File: src/rtl/abscmd_busy_timer.sv
module abscmd_busy_timer #(
  parameter int NHARTS = 4,
  parameter int TICK_W = 8,
  parameter int ERR_W  = 3,
  localparam int HART_W = (NHARTS > 1) ? $clog2(NHARTS) : 1
) (
  input  logic              clk,
  input  logic              rst,
  input  logic              launch,
  input  logic [HART_W-1:0] hart_sel,
  input  logic [NHARTS-1:0] go_ack,
  input  logic              done_valid,
  input  logic [HART_W-1:0] done_hart,
  input  logic              idle_tick,
  input  logic [TICK_W-1:0] tick_cfg,
  input  logic              err_wr,
  input  logic [ERR_W-1:0]  err_wdata,
  output logic              busy,
  output logic [NHARTS-1:0] go_req,
  output logic [ERR_W-1:0]  err
);

  logic [TICK_W-1:0] cnt_q;
  logic              cmp_q;
  logic              busy_q;
  logic [ERR_W-1:0]  err_q;
  logic [NHARTS-1:0] go_q;

  logic accept, busy_hit, finish, tick_done;

  assign accept    = launch & ~busy_q & (err_q == '0);
  assign busy_hit  = launch &  busy_q & (err_q == '0);
  assign finish    = done_valid & busy_q & (done_hart == hart_sel) & ~go_q[done_hart];
  assign tick_done = idle_tick & busy_q & cmp_q & (cnt_q <= TICK_W'(1));

  always_ff @(posedge clk) begin
    if (rst) begin
      busy_q <= 1'b0;
      cmp_q  <= 1'b0;
      cnt_q  <= '0;
    end else if (accept) begin
      busy_q <= 1'b1;
      cmp_q  <= 1'b0;
      cnt_q  <= tick_cfg;
    end else begin
      if (idle_tick && cnt_q != '0) cnt_q <= cnt_q - TICK_W'(1);
      if (finish)    cmp_q  <= 1'b1;
      if (tick_done) busy_q <= 1'b0;
    end
  end

  always_ff @(posedge clk) begin
    if (rst)           err_q <= '0;
    else if (busy_hit) err_q <= ERR_W'(1);
    else if (err_wr)   err_q <= err_q & ~err_wdata;
  end

  for (genvar h = 0; h < NHARTS; h++) begin : g_go
    always_ff @(posedge clk) begin
      if (rst)                                     go_q[h] <= 1'b0;
      else if (accept && hart_sel == HART_W'(h))   go_q[h] <= 1'b1;
      else if (go_ack[h])                          go_q[h] <= 1'b0;
    end
  end

  assign busy   = busy_q;
  assign go_req = go_q;
  assign err    = err_q;

endmodule

File: config.mk
export PLATFORM = sky130hd
export DESIGN_NAME = abscmd_busy_timer
export DESIGN_NICKNAME = d
export VERILOG_FILES = /design/src/rtl/abscmd_busy_timer.sv
export SDC_FILE = /design/constraint.sdc
export NUM_CORES = 1
export LEC_CHECK = 0
export CAP_MARGIN = 10
export CORE_MARGIN = 1
export CORE_UTILIZATION = 46
export CTS_CLUSTER_DIAMETER = 80
export DETAILED_ROUTE_END_ITERATION = 7
export MAX_ROUTING_LAYER = met4
export PLACE_DENSITY = 0.91
export SETUP_SLACK_MARGIN = 0.5
export SYNTH_ARGS = -nofsm -noshare
export SYNTH_HDL_FRONTEND = slang
export SYNTH_SLANG_ARGS = --single-unit
File: constraint.sdc
create_clock -name clk -period 2.9 [get_ports clk]
set_input_delay 0.29 -clock clk [delete_from_list [all_inputs] [get_ports clk]]
set_output_delay 0.29 -clock clk [all_outputs]
set_load 0.01 [all_outputs]
==> metrics.log, run 1 <==
[metrics] remaining antenna violation count: 0
[metrics] Die Y-Extent: 46.4 um
[metrics] first-pass GRT wire length: 3240 um
[metrics] Starting DRT DRC Count: 27
[metrics] number of register bits inferred by synthesis: 17
[metrics] overall fraction of global-route tracks in use: 0.225
[metrics] pin count of the biggest net entering global routing: 20
[metrics] cell count after synthesis: 106
[metrics] Initial Util: 0.509
[metrics] total power density per cell area: 462 nW/um2
[metrics] worst-margin pin slew: 0.659 ns
[metrics] Hold WC Path Type: reg2reg
[metrics] Peak VDD IR: 353 uV
[metrics] via count of the first global-routing pass: 786
[metrics] clock slew at the register clock pins of the worst setup and hold paths: 0.10 ns
[metrics] hold wc startpoint: cmp_q
[metrics] Max clock buf depth: 2
[metrics] Via Count: 880
[metrics] Seq/Total Area, Yosys: 0.375
[metrics] post-synthesis instance area: 908 um2
[metrics] total detailed-routing wirelength: 2170 um
[metrics] setup slack, reg-to-reg: 1.03 ns
[metrics] normalized max-slew margin: 0.556
[metrics] path type of the worst setup path: reg2reg
[metrics] number of search-and-repair iterations in the first detailed-routing pass: 4
[metrics] weighted congestion reported at the end of routability-driven placement: 0.773
[metrics] number of warning messages in the yosys log: 0
[metrics] residual overflow from global routing: 0
[metrics] antenna cells: 0
[metrics] half-perimeter wire length of the detailed placement result: 1620 um
[metrics] drt via density: 5.47
[metrics] achievable frequency: 535 MHz
[metrics] setup repair after global routing missed its margin: no
[metrics] # DRC: 0
[metrics] max-capacitance violation count: 0
[metrics] Resize count post-CTS: 0
[metrics] reported leakage power: 0.452 nW
[metrics] biggest area contributors in the synthesized netlist: dfxtp_1, a211oi_1, nor2_1
[metrics] largest fanout on the critical path: 7
[metrics] core area: 1780 um2
[metrics] post-synthesis net count: 134
[metrics] number of fillers in the final layout: 134
[metrics] kind of start point of the critical path: register
[metrics] final hold viol count: 0
[metrics] outcome: completed
[metrics] number of antenna violations at the first check in global routing: 0
[metrics] Worst Path Required: 3.10 ns
[metrics] root buffer cell: clkbuf_4
[metrics] clk sinks: 17
[metrics] arrival time worst endpoint: 2.07 ns
[metrics] TritonCTS clock tree: yes
[metrics] Final Critical Period: 1.87 ns
[metrics] NumNets Final: 165
[metrics] portion of synthesized cell area occupied by the leading cell type: 0.375
[metrics] share of the clock period used by the worst path after layout: 0.645
[metrics] synthesized area per cell: 8.57 um2
[metrics] Hold Path Cell Cnt: 2
[metrics] maximum level of the CTS H-tree: 1
[metrics] count of final setup violators: 0
[metrics] worst reg2reg path depth: 4
[metrics] IO buf count: 32
[metrics] Placement Rows: 15
[metrics] CTS buffer count: 3
[metrics] setup skew after layout: 0.00749 ns
[metrics] count of unique library cells instantiated by Yosys: 38
[metrics] count of boundary I/O pins: 33
[metrics] Hold Buf Count CTS: 0
[metrics] share of cells above drive strength 1: 0.0441
[metrics] total setup buffers inserted after CTS: 0
[metrics] worst slack, placed: 0.850 ns
[metrics] end of the worst register-to-register path: cnt_q[0]
[metrics] floorplan die area: 2160 um2
[metrics] kind of end point of the critical path: register
[metrics] RR Startpoint: cnt_q[2]
[metrics] Worst Setup Slack, final: 1.03 ns
[metrics] fin. max-slew vios: 0
[metrics] area added between synthesis and finish: 39.1%
[metrics] top cell type by total area after synthesis: dfxtp_1
[metrics] clock latency on the worst-skew pair: 0.29 ns
[metrics] total power: 0.584 mW
[metrics] routed length per placed instance: 13.5 um
[metrics] die outline width: 46.4 um
[metrics] total negative setup slack: 0 ns
[metrics] smallest hold slack: 0.465 ns
[metrics] hold worst-path end: cmp_q
==> worst max-delay path by stage <==
stage / startpoint / endpoint / slack (ns) / depth (start not counted)
floorplan: cnt_q[2] / cnt_q[6] / 1.22 / 4
global placement: launch / cnt_q[1] / 0.93 / 5
detailed placement: launch / cnt_q[1] / 0.85 / 5
CTS: cnt_q[2] / cnt_q[0] / 1.05 / 4
global route: cnt_q[2] / cnt_q[0] / 0.88 / 4
finish: cnt_q[2] / cnt_q[0] / 1.03 / 4
==> state kept, by name (all words and copies together) (netlist names) <==
name and cells:
cnt_q 8, go_req 4, err 3, busy 1
cmp_q 1
==> cell usage in the layout (no fill, tap or decap), drive strengths merged, types with 3 or more instances in the layout <==
| cell | instances |
|---|---|
| clkbuf | 4 |
| xnor2 | 4 |
| nor4 | 3 |
| ha | 3 |
| a21oi | 3 |
| inv | 8 |
| nor2b | 3 |
| nor3 | 3 |
| a211oi | 9 |
| dfxtp | 17 |
| clkdlybuf4s50 | 32 |
| nor2 | 12 |
| nand2 | 3 |
| nand2b | 3 |
==> worst max-delay path: stages, from the launching register on <==
cell,delay [ns]
dfxtp_1,0.36
nor4_1,0.62
a21boi_1,0.34
xnor2_1,0.21
a211oi_1,0.25
==> metal layers <==
metal | vias up | track usage | share of wire
li1 | 446 | - | -
met1 | 397 | 0.247 | 0.42
met2 | 32 | 0.369 | 0.51
met3 | 5 | 0.0706 | 0.056
met4 | 0 | 0.100 | 0.013
met5 | - | - | 0
==> area by class of cell <==
cell class | instances | area (um2) | share of cell area
clock buffers | 4 | 26.3 | 0.0208
inverters | 8 | 30.0 | 0.0238
multi-input cells | 75 | 515 | 0.408
flip-flops and latches | 17 | 340 | 0.269
well taps | 25 | 31.3 | 0.0248
repair buffers | 32 | 320 | 0.253
==> stage by stage <==
| stage | utilization | cells | area, um2 |
|---|---|---|---|
| after floorplan | - | 106 | 908 |
| after global placement | 0.694 | 157 | 1240 |
| after detailed placement | 0.694 | 157 | 1240 |
| after CTS | 0.709 | 161 | 1260 |
| after global routing | 0.709 | 161 | 1260 |
| final | 0.709 | 161 | 1260 |
==> cell families after synthesis <==
kind of cell	synth area share
AOI/OAI and AO/OA	0.212
xor gates and xnor gates	0.0482
adders and majority gates	0.0413
buffers and inverters	0.0579
DFF	0.375
muxes	0.0110
and+or+nand+nor	0.255
==> synth_stat cells <==
master and n:
a2111oi_0 1, a211o_1 1, a211oi_1 9, a21boi_1 1, a21oi_1 3, a22oi_1 1, a311oi_1 1, a31o_2 1
a31oi_1 2, a32oi_1 1, and3_1 1, and4_1 1, buf_1 1, clkbuf_1 5, dfxtp_1 17, ha_1 3
inv_1 8, mux2i_1 1, nand2_1 3, nand2b_1 3, nand3b_1 2, nand4_1 2, nor2_1 12, nor2b_1 3
nor3_1 3, nor3b_1 2, nor4_1 3, nor4b_2 1, o2111ai_1 1, o21ai_0 1, o21bai_1 2, o32a_1 1
or2_1 1, or2b_2 1, or3_1 1, or4b_1 1, xnor2_1 4, xor2_1 1
==> report_power, final <==
| group | internal [mW] | switching, mW | total (mW) |
|---|---|---|---|
| clock | 0.0536 | 0.0719 | 0.125 |
| combinational | 0.0938 | 0.0853 | 0.179 |
| sequential | 0.255 | 0.0243 | 0.280 |
Note: power is estimated with default switching activity, not from simulation.
==> run 2, diff against run 1 <==
--- a/config.mk
+++ b/config.mk
@@ -7,11 +7,11 @@
 export LEC_CHECK = 0
 export CAP_MARGIN = 10
 export CORE_MARGIN = 1
-export CORE_UTILIZATION = 46
+export CORE_UTILIZATION = 43
 export CTS_CLUSTER_DIAMETER = 80
 export DETAILED_ROUTE_END_ITERATION = 7
 export MAX_ROUTING_LAYER = met4
-export PLACE_DENSITY = 0.91
+export PLACE_DENSITY = 0.87
 export SETUP_SLACK_MARGIN = 0.5
 export SYNTH_ARGS = -nofsm -noshare
 export SYNTH_HDL_FRONTEND = slang
==> constraint.sdc (replaced) <==
create_clock -name clk -period 1.74 [get_ports clk]
set_input_delay 0.174 -clock clk [delete_from_list [all_inputs] [get_ports clk]]
set_output_delay 0.174 -clock clk [all_outputs]
set_load 0.01 [all_outputs]
==> metrics.log, run 2 (synthesis gave the netlist of run 1 again) <==
[metrics] critical path, cell by cell: or2_1 -> or3_4 -> or4b_1 -> a311oi_1 (was nor4_1 -> a21boi_1 -> xnor2_1 -> a211oi_1)
[metrics] longest individual stage delay on the worst path: 0.47 ns (was 0.62 ns)
[metrics] root buffer cell: clkbuf_4 (unchanged)
[metrics] clock latency on the worst-skew pair: 0.31 ns (was 0.29 ns)
[metrics] Starting DRT DRC Count: 7 (was 27)
[metrics] reported leakage power: 0.620 nW (was 0.452 nW)
[metrics] Hold WC Path Type: in2reg (was reg2reg)
[metrics] first-pass GRT wire length: 3700 um (was 3240 um)
[metrics] IO buf count: 32 (unchanged)
[metrics] NumNets Final: 184 (was 165)
[metrics] post-layout util: 0.766 (was 0.709)
[metrics] final hold viol count: 0 (unchanged)
[metrics] Via Count: 969 (was 880)
[metrics] switch share: 0.330 (was 0.311)
[metrics] Max clock buf depth: 2 (unchanged)
[metrics] placed instance area: 1330 um2 (was 1240 um2)
[metrics] Hold Buf Count CTS: 0 (unchanged)
[metrics] Gate power share: 0.409 (was 0.307)
[metrics] most frequent standard cell in the layout excluding fill and tap cells: clkdlybuf4s50_1 (unchanged)
[metrics] cell type of the slowest stage on the worst timing path: or4b_1 (was nor4_1)
[metrics] max-capacitance violation count: 0 (unchanged)
[metrics] clk sinks: 17 (unchanged)
[metrics] Initial Util: 0.458 (was 0.509)
[metrics] internal power of the cells: 0.783 mW (was 0.403 mW)
[metrics] setup repair after global routing missed its margin: yes (was no)
[metrics] final cell area excluding filler cells: 1520 um2 (was 1260 um2)
[metrics] remaining antenna violation count: 0 (unchanged)
[metrics] commonest cells after routing, fill and taps aside: clkdlybuf4s50_1, buf_4, nor2_1, dfxtp_1, dlygate4sd2_1 (was clkdlybuf4s50_1, dfxtp_1, nor2_1, a211oi_1, inv_1)
[metrics] TritonCTS clock tree: yes (unchanged)
[metrics] via count of the first global-routing pass: 851 (was 786)
[metrics] overall fraction of global-route tracks in use: 0.244 (was 0.225)
[metrics] total power density per cell area: 770 nW/um2 (was 462 nW/um2)
[metrics] Biggest register: cnt_q (unchanged)
[metrics] Die Y-Extent: 48.0 um (was 46.4 um)
[metrics] Final Critical Period: 1.65 ns (was 1.87 ns)
[metrics] Placement Rows: 16 (was 15)
[metrics] sequential cell fraction of total power: 0.397 (was 0.479)
[metrics] kind of end point of the critical path: register (unchanged)
[metrics] worst-margin pin slew: 0.403 ns (was 0.659 ns)
[metrics] weighted congestion reported at the end of routability-driven placement: 0.859 (was 0.773)
[metrics] outcome: completed (unchanged)
[metrics] achievable frequency: 605 MHz (was 535 MHz)
[metrics] hold wc startpoint: err_wdata[1] (was cmp_q)
[metrics] count of boundary I/O pins: 33 (unchanged)
[metrics] total power: 1.17 mW (was 0.584 mW)
[metrics] die outline width: 48.0 um (was 46.4 um)
[metrics] worst slack, placed: -0.00189 ns (was 0.850 ns)
[metrics] residual overflow from global routing: 0 (unchanged)
[metrics] share of the clock period used by the worst path after layout: 0.951 (was 0.645)
[metrics] number of standard cells in the final layout excluding fillers: 182 (was 161)
[metrics] clock slew at the register clock pins of the worst setup and hold paths: 0.11 ns (was 0.10 ns)
[metrics] flip-flop count of the largest register after layout: 8 (unchanged)
[metrics] CTS buffer count: 3 (unchanged)
[metrics] largest fanout on the critical path: 2 (was 7)
[metrics] floorplan die area: 2300 um2 (was 2160 um2)
[metrics] switching power summed over all nets: 0.386 mW (was 0.181 mW)
[metrics] Crit path buffers/inverters: 0 (unchanged)
[metrics] half-perimeter wire length of the detailed placement result: 1690 um (was 1620 um)
[metrics] arrival time worst endpoint: 1.89 ns (was 2.07 ns)
[metrics] DP Cell Count: 169 (was 157)
[metrics] normalized max-slew margin: 0.730 (was 0.556)
[metrics] core area: 1980 um2 (was 1780 um2)
[metrics] RR Startpoint: cnt_q[2] (unchanged)
[metrics] clock share of power: 0.194 (was 0.215)
[metrics] smallest hold slack: 0.402 ns (was 0.465 ns)
[metrics] number of search-and-repair iterations in the first detailed-routing pass: 5 (was 4)
[metrics] Largest delay share family, worst path: simple AND/OR/NAND/NOR gates (unchanged)
[metrics] area added between synthesis and finish: 67.2% (was 39.1%)
[metrics] pin count of the biggest net entering global routing: 11 (was 20)
[metrics] maximum level of the CTS H-tree: 1 (unchanged)
[metrics] setup skew after layout: 0.00686 ns (was 0.00749 ns)
[metrics] path type of the worst setup path: reg2reg (unchanged)
[metrics] routed length per placed instance: 13.9 um (was 13.5 um)
[metrics] total negative setup slack: 0 ns (unchanged)
[metrics] share of cells above drive strength 1: 0.290 (was 0.0441)
[metrics] fin. max-slew vios: 0 (unchanged)
[metrics] Worst Path Required: 1.97 ns (was 3.10 ns)
[metrics] Worst Setup Slack, final: 0.0858 ns (was 1.03 ns)
[metrics] total detailed-routing wirelength: 2530 um (was 2170 um)
[metrics] antenna cells: 0 (unchanged)
[metrics] drt via density: 5.32 (was 5.47)
[metrics] count of final setup violators: 0 (unchanged)
[metrics] number of antenna violations at the first check in global routing: 0 (unchanged)
[metrics] Peak VDD IR: 572 uV (was 353 uV)
[metrics] # DRC: 0 (unchanged)
[metrics] startpoint of the most critical setup path: cnt_q[2] (unchanged)
[metrics] kind of start point of the critical path: register (unchanged)
## run 2: layout make-up
| cell class | count | area [um2] |
|---|---|---|
| clock buffers | 3 | 22.5 |
| clock inverters | 1 | 5.00 |
| fillers | 136 | 463 |
| inverters | 8 | 30.0 |
| multi-input cells | 75 | 611 |
| flip-flops and latches | 17 | 350 |
| well taps | 27 | 33.8 |
| repair buffers | 51 | 467 |
## run 2: metal layers
metal / GRT usage / part of all wire
met1: 0.272 / 0.42
met2: 0.422 / 0.51
met3: 0.0377 / 0.042
met4: 0.111 / 0.028
met5: - / 0
## run 2: worst paths after layout
path | cells past startpoint | slack (ns) | endpoint
worst min-delay path | 2 | 0.40 | err[1]
worst min register to register | 2 | 0.46 | err[1]
worst max-delay path | 4 | 0.09 | cnt_q[6]
worst max register to register | 4 | 0.09 | cnt_q[6]
## run 2: what timing repair did
item | CTS | global route
endpoints found under the setup margin | 21 | 14
pin swaps | 13 | 1
resized for setup | 32 | 3
buffers inserted | 7 | 2
## run 2: power by group through the flow
stage	sequential (mW)	combinational, mW	clock, mW
after floorplan	0.466	0.197	0
after global placement	0.461	0.338	0
after detailed placement	0.463	0.351	0
after CTS	0.463	0.442	0.228
after global routing	0.470	0.515	0.251
final	0.464	0.478	0.227
